[src/rtl/irq_router_pkg.sv]
package irq_router_pkg;
  localparam logic [31:0] EN_BASE    = 32'h0000_2000;
  localparam logic [31:0] EN_STRIDE  = 32'h0000_0080;
  localparam logic [31:0] CTX_BASE   = 32'h0020_0000;
  localparam logic [31:0] CTX_STRIDE = 32'h0000_1000;
  localparam logic [11:0] THR_OFS    = 12'h000;
  localparam logic [11:0] CLAIM_OFS  = 12'h004;

  typedef enum logic [2:0] {
    ACC_NONE,
    ACC_PRIO,
    ACC_EN,
    ACC_THR,
    ACC_CLAIM
  } acc_e;
endpackage

[src/rtl/irq_router_decode.sv]
module irq_router_decode
  import irq_router_pkg::*;
#(
  parameter int NUM_SRC = 31,
  parameter int NUM_CTX = 2,
  parameter int ADDR_W  = 26,
  localparam int SRC_W    = $clog2(NUM_SRC + 1),
  localparam int CTX_W    = (NUM_CTX > 1) ? $clog2(NUM_CTX) : 1,
  localparam int EN_WORDS = (NUM_SRC + 32) / 32,
  localparam int WORD_W   = (EN_WORDS > 1) ? $clog2(EN_WORDS) : 1
) (
  input  logic [ADDR_W-1:0] addr_i,
  output acc_e              kind_o,
  output logic [SRC_W-1:0]  src_o,
  output logic [CTX_W-1:0]  ctx_o,
  output logic [WORD_W-1:0] word_o
);
  localparam logic [31:0] EN_END  = EN_BASE + EN_STRIDE * 32'(NUM_CTX);
  localparam logic [31:0] CTX_END = CTX_BASE + CTX_STRIDE * 32'(NUM_CTX);

  logic [31:0] a, off, idx;

  always_comb begin
    a      = 32'(addr_i);
    idx    = {2'b00, a[31:2]};
    off    = '0;
    kind_o = ACC_NONE;
    src_o  = '0;
    ctx_o  = '0;
    word_o = '0;
    if (a[1:0] == 2'b00) begin
      if (a < EN_BASE) begin
        if (idx != 32'd0 && idx <= 32'(NUM_SRC)) begin
          kind_o = ACC_PRIO;
          src_o  = SRC_W'(idx);
        end
      end else if (a < EN_END) begin
        off   = a - EN_BASE;
        ctx_o = CTX_W'(off >> 7);
        if (32'(off[6:2]) < 32'(EN_WORDS)) begin
          kind_o = ACC_EN;
          word_o = WORD_W'(off[6:2]);
        end
      end else if (a >= CTX_BASE && a < CTX_END) begin
        off   = a - CTX_BASE;
        ctx_o = CTX_W'(off >> 12);
        if (off[11:0] == THR_OFS)        kind_o = ACC_THR;
        else if (off[11:0] == CLAIM_OFS) kind_o = ACC_CLAIM;
      end
    end
  end
endmodule

[src/rtl/irq_router_gw.sv]
module irq_router_gw (
  input  logic clk_i,
  input  logic rst_ni,
  input  logic src_i,
  input  logic edge_i,
  input  logic claim_i,
  input  logic done_i,
  output logic pend_o
);
  logic pend_q, svc_q, held_q, src_q;
  logic pend_d, svc_d, held_d;
  logic rise, trig;

  assign rise = src_i & ~src_q;
  assign trig = edge_i ? rise : src_i;

  always_comb begin
    pend_d = pend_q;
    svc_d  = svc_q;
    held_d = held_q;
    if (claim_i) begin
      pend_d = 1'b0;
      svc_d  = 1'b1;
      held_d = held_q | (edge_i & rise);
    end else if (done_i && svc_q) begin
      svc_d  = 1'b0;
      pend_d = held_q | trig;   // level: re-raise if still high
      held_d = 1'b0;
    end else begin
      if (!svc_q && !pend_q && trig) pend_d = 1'b1;
      if (svc_q && edge_i && rise)   held_d = 1'b1;
    end
  end

  always_ff @(posedge clk_i or negedge rst_ni) begin
    if (!rst_ni) begin
      pend_q <= 1'b0;
      svc_q  <= 1'b0;
      held_q <= 1'b0;
      src_q  <= 1'b0;
    end else begin
      pend_q <= pend_d;
      svc_q  <= svc_d;
      held_q <= held_d;
      src_q  <= src_i;
    end
  end

  assign pend_o = pend_q;
endmodule

[src/rtl/irq_router_arb.sv]
module irq_router_arb #(
  parameter int NUM_SRC = 31,
  parameter int PRIO_W  = 3,
  localparam int SRC_W  = $clog2(NUM_SRC + 1)
) (
  input  logic [NUM_SRC:1]             pend_i,
  input  logic [NUM_SRC:1]             en_i,
  input  logic [NUM_SRC:1][PRIO_W-1:0] prio_i,
  input  logic [PRIO_W-1:0]            thr_i,
  output logic [SRC_W-1:0]             id_o,
  output logic                         irq_o
);
  logic [PRIO_W-1:0] best;
  logic              hit;

  // Scan from the top ID down; >= lets a lower ID take over a tie.
  always_comb begin
    best = '0;
    hit  = 1'b0;
    id_o = '0;
    for (int s = NUM_SRC; s >= 1; s--) begin
      if (pend_i[s] && en_i[s] && (prio_i[s] > thr_i) &&
          (!hit || prio_i[s] >= best)) begin
        hit  = 1'b1;
        best = prio_i[s];
        id_o = SRC_W'(s);
      end
    end
    irq_o = hit;
  end
endmodule

[src/rtl/irq_router.sv]
module irq_router
  import irq_router_pkg::*;
#(
  parameter int NUM_SRC = 31,
  parameter int NUM_CTX = 2,
  parameter int PRIO_W  = 3,
  parameter int ADDR_W  = 26
) (
  input  logic               clk_i,
  input  logic               rst_ni,
  input  logic [NUM_SRC:1]   src_i,
  input  logic [NUM_SRC:1]   edge_mode_i,
  input  logic               req_i,
  input  logic               we_i,
  input  logic [ADDR_W-1:0]  addr_i,
  input  logic [31:0]        wdata_i,
  output logic [31:0]        rdata_o,
  output logic [NUM_CTX-1:0] irq_o
);
  localparam int SRC_W    = $clog2(NUM_SRC + 1);
  localparam int CTX_W    = (NUM_CTX > 1) ? $clog2(NUM_CTX) : 1;
  localparam int EN_WORDS = (NUM_SRC + 32) / 32;
  localparam int WORD_W   = (EN_WORDS > 1) ? $clog2(EN_WORDS) : 1;

  logic [NUM_SRC:1][PRIO_W-1:0]  prio_q;
  logic [NUM_CTX-1:0][NUM_SRC:1] en_q;
  logic [NUM_CTX-1:0][PRIO_W-1:0] thr_q;
  logic [NUM_SRC:1]              pend, claim_pulse, done_pulse;
  logic [NUM_CTX-1:0][SRC_W-1:0] win_id;
  logic [31:0]                   rd_val, rdata_q;

  acc_e              dec_kind;
  logic [SRC_W-1:0]  dec_src;
  logic [CTX_W-1:0]  dec_ctx;
  logic [WORD_W-1:0] dec_word;
  logic              rd_en, wr_en;

  assign rd_en = req_i & ~we_i;
  assign wr_en = req_i &  we_i;

  irq_router_decode #(
    .NUM_SRC(NUM_SRC), .NUM_CTX(NUM_CTX), .ADDR_W(ADDR_W)
  ) u_decode (
    .addr_i (addr_i),
    .kind_o (dec_kind),
    .src_o  (dec_src),
    .ctx_o  (dec_ctx),
    .word_o (dec_word)
  );

  for (genvar s = 1; s <= NUM_SRC; s++) begin : g_gw
    irq_router_gw u_gw (
      .clk_i   (clk_i),
      .rst_ni  (rst_ni),
      .src_i   (src_i[s]),
      .edge_i  (edge_mode_i[s]),
      .claim_i (claim_pulse[s]),
      .done_i  (done_pulse[s]),
      .pend_o  (pend[s])
    );
  end

  for (genvar c = 0; c < NUM_CTX; c++) begin : g_arb
    irq_router_arb #(.NUM_SRC(NUM_SRC), .PRIO_W(PRIO_W)) u_arb (
      .pend_i (pend),
      .en_i   (en_q[c]),
      .prio_i (prio_q),
      .thr_i  (thr_q[c]),
      .id_o   (win_id[c]),
      .irq_o  (irq_o[c])
    );
  end

  // Claim and completion strobes to the gateways
  always_comb begin
    for (int s = 1; s <= NUM_SRC; s++) begin
      claim_pulse[s] = rd_en && (dec_kind == ACC_CLAIM) &&
                       (win_id[dec_ctx] == SRC_W'(s));
      done_pulse[s]  = wr_en && (dec_kind == ACC_CLAIM) &&
                       (wdata_i == 32'(s)) && en_q[dec_ctx][s];
    end
  end

  always_comb begin
    rd_val = '0;
    unique case (dec_kind)
      ACC_PRIO:  rd_val = 32'(prio_q[dec_src]);
      ACC_EN: begin
        for (int s = 1; s <= NUM_SRC; s++)
          if (s / 32 == int'(dec_word)) rd_val[s % 32] = en_q[dec_ctx][s];
      end
      ACC_THR:   rd_val = 32'(thr_q[dec_ctx]);
      ACC_CLAIM: rd_val = 32'(win_id[dec_ctx]);
      default:   rd_val = '0;
    endcase
  end

  always_ff @(posedge clk_i or negedge rst_ni) begin
    if (!rst_ni) begin
      prio_q  <= '0;
      en_q    <= '0;
      thr_q   <= '0;
      rdata_q <= '0;
    end else begin
      rdata_q <= rd_en ? rd_val : 32'd0;
      if (wr_en) begin
        unique case (dec_kind)
          ACC_PRIO: prio_q[dec_src] <= wdata_i[PRIO_W-1:0];
          ACC_EN: begin
            for (int s = 1; s <= NUM_SRC; s++)
              if (s / 32 == int'(dec_word)) en_q[dec_ctx][s] <= wdata_i[s % 32];
          end
          ACC_THR:  thr_q[dec_ctx] <= wdata_i[PRIO_W-1:0];
          default:  ;
        endcase
      end
    end
  end

  assign rdata_o = rdata_q;
endmodule

[config.mk]
export PLATFORM = sky130hd
export DESIGN_NAME = irq_router
export DESIGN_NICKNAME = d
export VERILOG_FILES = /design/src/rtl/irq_router_pkg.sv /design/src/rtl/irq_router_decode.sv /design/src/rtl/irq_router_gw.sv /design/src/rtl/irq_router_arb.sv /design/src/rtl/irq_router.sv
export SDC_FILE = /design/constraint.sdc
export NUM_CORES = 1
export LEC_CHECK = 0
export ABC_AREA = 1
export BUFFER_PORTS_ARGS = -buffer_cell sky130_fd_sc_hd__buf_2
export CORE_AREA = 5 5 267 269
export CTS_CLUSTER_SIZE = 16
export DETAILED_ROUTE_END_ITERATION = 10
export DIE_AREA = 0 0 272 274
export PLACE_DENSITY_LB_ADDON = 0.3
export SETUP_SLACK_MARGIN = 0.5
export SLEW_MARGIN = 20
export SYNTH_ARGS = -nofsm -noshare
export SYNTH_HDL_FRONTEND = slang
export SYNTH_SLANG_ARGS = --single-unit
[constraint.sdc]
create_clock -name clk_i -period 60.1 [get_ports clk_i]
set_clock_uncertainty 0.1 [all_clocks]
set_input_delay 3.005 -clock clk_i [delete_from_list [all_inputs] [get_ports clk_i]]
set_output_delay 3.005 -clock clk_i [all_outputs]
set_load 0.01 [all_outputs]
==> flow_summary.yaml <==
status:
  status: "finished, final reports clean"
route:
  routedWlPerCell_um: 18.4
  vias: 26400
  final_antenna_net_count: 0
  dr.pass1.iters: 5
  vias_per_cell: 5.39
  drt_iter0_markers: 2186
  drcViolationCount: 0
  wl_um: 90300
sta:
  fin_crit_sh: 0.580
  hold_viol_final: 0
  rsz0062_at_grt: "false"
  fmaxAchievable_mhz: 28.7
  finalSetupTns_ns: 0
  max_slew_margin: 0.293
  finalMaxSlewViolations: 0
  worstMarginPinSlew_ns: 1.05
  finalSetupViolCount: 0
  setup_slack_ns: 25.22
  hold_slack_ns: 0.384
  period_needed_ns: 34.88
grt:
  grt_usage: 0.239
  grt_remaining_overflow: 0
  antenna_found_initial: 3
  grt_pass1_vias: 25000
  grt_max_degree: 144
  grt_pass1_wl_um: 142000
worst_setup_path:
  crit_slowest_cell: "inv_1"
  r2r_setup_slack_ns: 25.66
  cp.required_ns: 56.99
  r2r_end: "g_gw[20].u_gw.held_q"
  cp_max_fo: 11
  cp_num_buf_inv: 44
  crit_type: "reg2out"
  worstSetupStartpointType: "flip-flop"
  end_kind: "output port"
  arrival_ns: 31.78
  r2r_cells: 285
  rr_startpoint: "thr_q[4]"
  max_stage_delay_ns: 0.40
  path_delay_family: "simple AND/OR/NAND/NOR gates"
  path_common_cell: "nand2_1"
logic_synthesis:
  synth_area_leaders: "dfrtp_1 29%, ha_1 15%, nand2_1 14%"
  async_reset_ff_frac: 1.00
  synth_edf_count: 0
  avgSynthCellArea_um2: 7.11
  syn-cell-area_mm2: 0.0272
  syn-num-nets: 4269
  synth_cell_type_count: 59
  synth_top_area_share: 0.292
  synth-seq-cells: 317
  synth_area_leader_cell: "dfrtp_1"
  ys_seq_area_frac: 0.292
  yosysWarnings: 0
  synthCells: 3825
  yosys-top-cells-count: "1035 x nand2_1, 447 x inv_1, 440 x o21ai_0"
  ys.flop_type: "dfrtp_1"
  yosysMostFrequentCell: "nand2_1"
pwr:
  power.total_mw: 0.486
  pwr-share-seq: 0.447
  peakVddDrop_v: 0.0000256
  p_int_mw: 0.373
  p_sw_frac: 0.234
  p_leak_nw: 15.3
  powerDensity_mw_per_mm2: 16.0
  clockPowerShare: 0.511
  power_switching_mw: 0.114
  combPwrFrac: 0.042
clocking:
  post_cts_buffers: 0
  clkSlewWorstSetupHoldPaths_ns: 0.06
  cts_sinks: 317
  cts-root-buf: "clkbuf_16"
  cts_buffers: 36
  cts_max_path_buffers: 3
  clk_latency_ns: 0.57
  cts_tree: "yes"
  htreeDepth: 2
  cts_resized: 0
  cts_hold_buf: 0
die:
  die_h_um: 274
  ioPinCount: 158
  die_w_um: 272
  core_mm2: 0.0683
  rows: 96
  start_util: 0.398
  dieArea_mm2: 0.0745
finish:
  area_delta_synth_final_pct: 11.8
  n_antenna_cell: 0
  final_cells: 4905
  final_layout_size_suffix_gt1_frac: 0.148
  finish.utilization: 0.445
  multi_input_comb_area_mm2: 0.0172
  postLayoutCellArea_mm2: 0.0304
  nFillCells: 6887
  ff_latch_area_mm2: 0.00793
  nNetsFinal: 4440
placement:
  numPortBuffers: 157
  pre_cts_slack_ns: 25.87
  dp_hpwl_um: 71000
  gp_congestion: 0.933
  dpl.cell_count: 4840
  dpl_cell_area_mm2: 0.0291
min_path:
  hold_path_class: "reg2reg"
  holdPathEnd: "thr_q[4]"
  hp-start: "thr_q[4]"
  holdPathStages: 2
run:
  cap_violations: 0
[layer usage]
metal / global-route usage / vias to the layer above / routed length, µm
met2: 0.387 / 841 / 40100
met1: 0.326 / 12200 / 40700
met4: 0.0849 / 2 / 3650
met5: 0 / - / 13
li1: - / 13200 / -
met3: 0.0350 / 172 / 5920
[power by group through the flow]
stage                     sequential, mW  combinational [mW]  clock, mW
after floorplan                    0.221             0.00653          0
after global placement             0.221              0.0202          0
after detailed placement           0.221              0.0203          0
after CTS                          0.217              0.0204      0.252
after global routing               0.218              0.0226      0.260
final                              0.217              0.0203      0.248
[logic make-up after synthesis]
| kind of cell | share of synthesized area |
|---|---|
| and+or+nand+nor | 0.331 |
| AOI/OAI and AO/OA | 0.153 |
| buffers and inverters | 0.0768 |
| adders and majority gates | 0.147 |
| DFF | 0.292 |
| muxes | 0.000736 |
[state kept, by name, indices dropped and copies added (netlist names)]
name	cells
prio_q	93
en_q	62
rdata_o	32
g_gw.u_gw.held_q	31
g_gw.u_gw.pend_o	31
g_gw.u_gw.src_q	31
g_gw.u_gw.svc_q	31
thr_q	6
[cell type report]
| cell class | instances | share of cell area |
|---|---|---|
| sequential | 317 | 0.261 |
| tap | 882 | 0.0363 |
| clock buffer | 51 | 0.0351 |
| clock inverter | 14 | 0.00876 |
| inverter | 492 | 0.0609 |
| multi-input combinational | 2968 | 0.566 |
| timing repair buffer | 181 | 0.0325 |
[placed cells by master, fill, tap and decap left out, drive strengths merged, types with 29 or more instances in the layout]
cell,count
inv,483
nor2,278
o22ai,39
nand3,234
a311oi,49
ha,320
nand2,1253
buf,181
nor3,42
o21ai,453
nor4,35
nand3b,31
clkbuf,51
dfrtp,317
a211oi,53
nand4,29
a21oi,60
[tightest hold or removal path, stage by stage (launching register included)]
cell and delay [ns]:
dfrtp_1 0.34, nand2_1 0.05, o21ai_0 0.06
[worst max-delay path by stage]
stage | from | end | depth (start not counted)
floorplan | thr_q[2] | irq_o[0] | 279
global placement | thr_q[2] | g_gw[20].u_gw.held_q | 293
detailed placement | thr_q[2] | g_gw[20].u_gw.held_q | 292
CTS | thr_q[2] | irq_o[0] | 272
global route | thr_q[2] | irq_o[0] | 274
finish | thr_q[4] | irq_o[1] | 264
(Power assumes the default switching activity.)
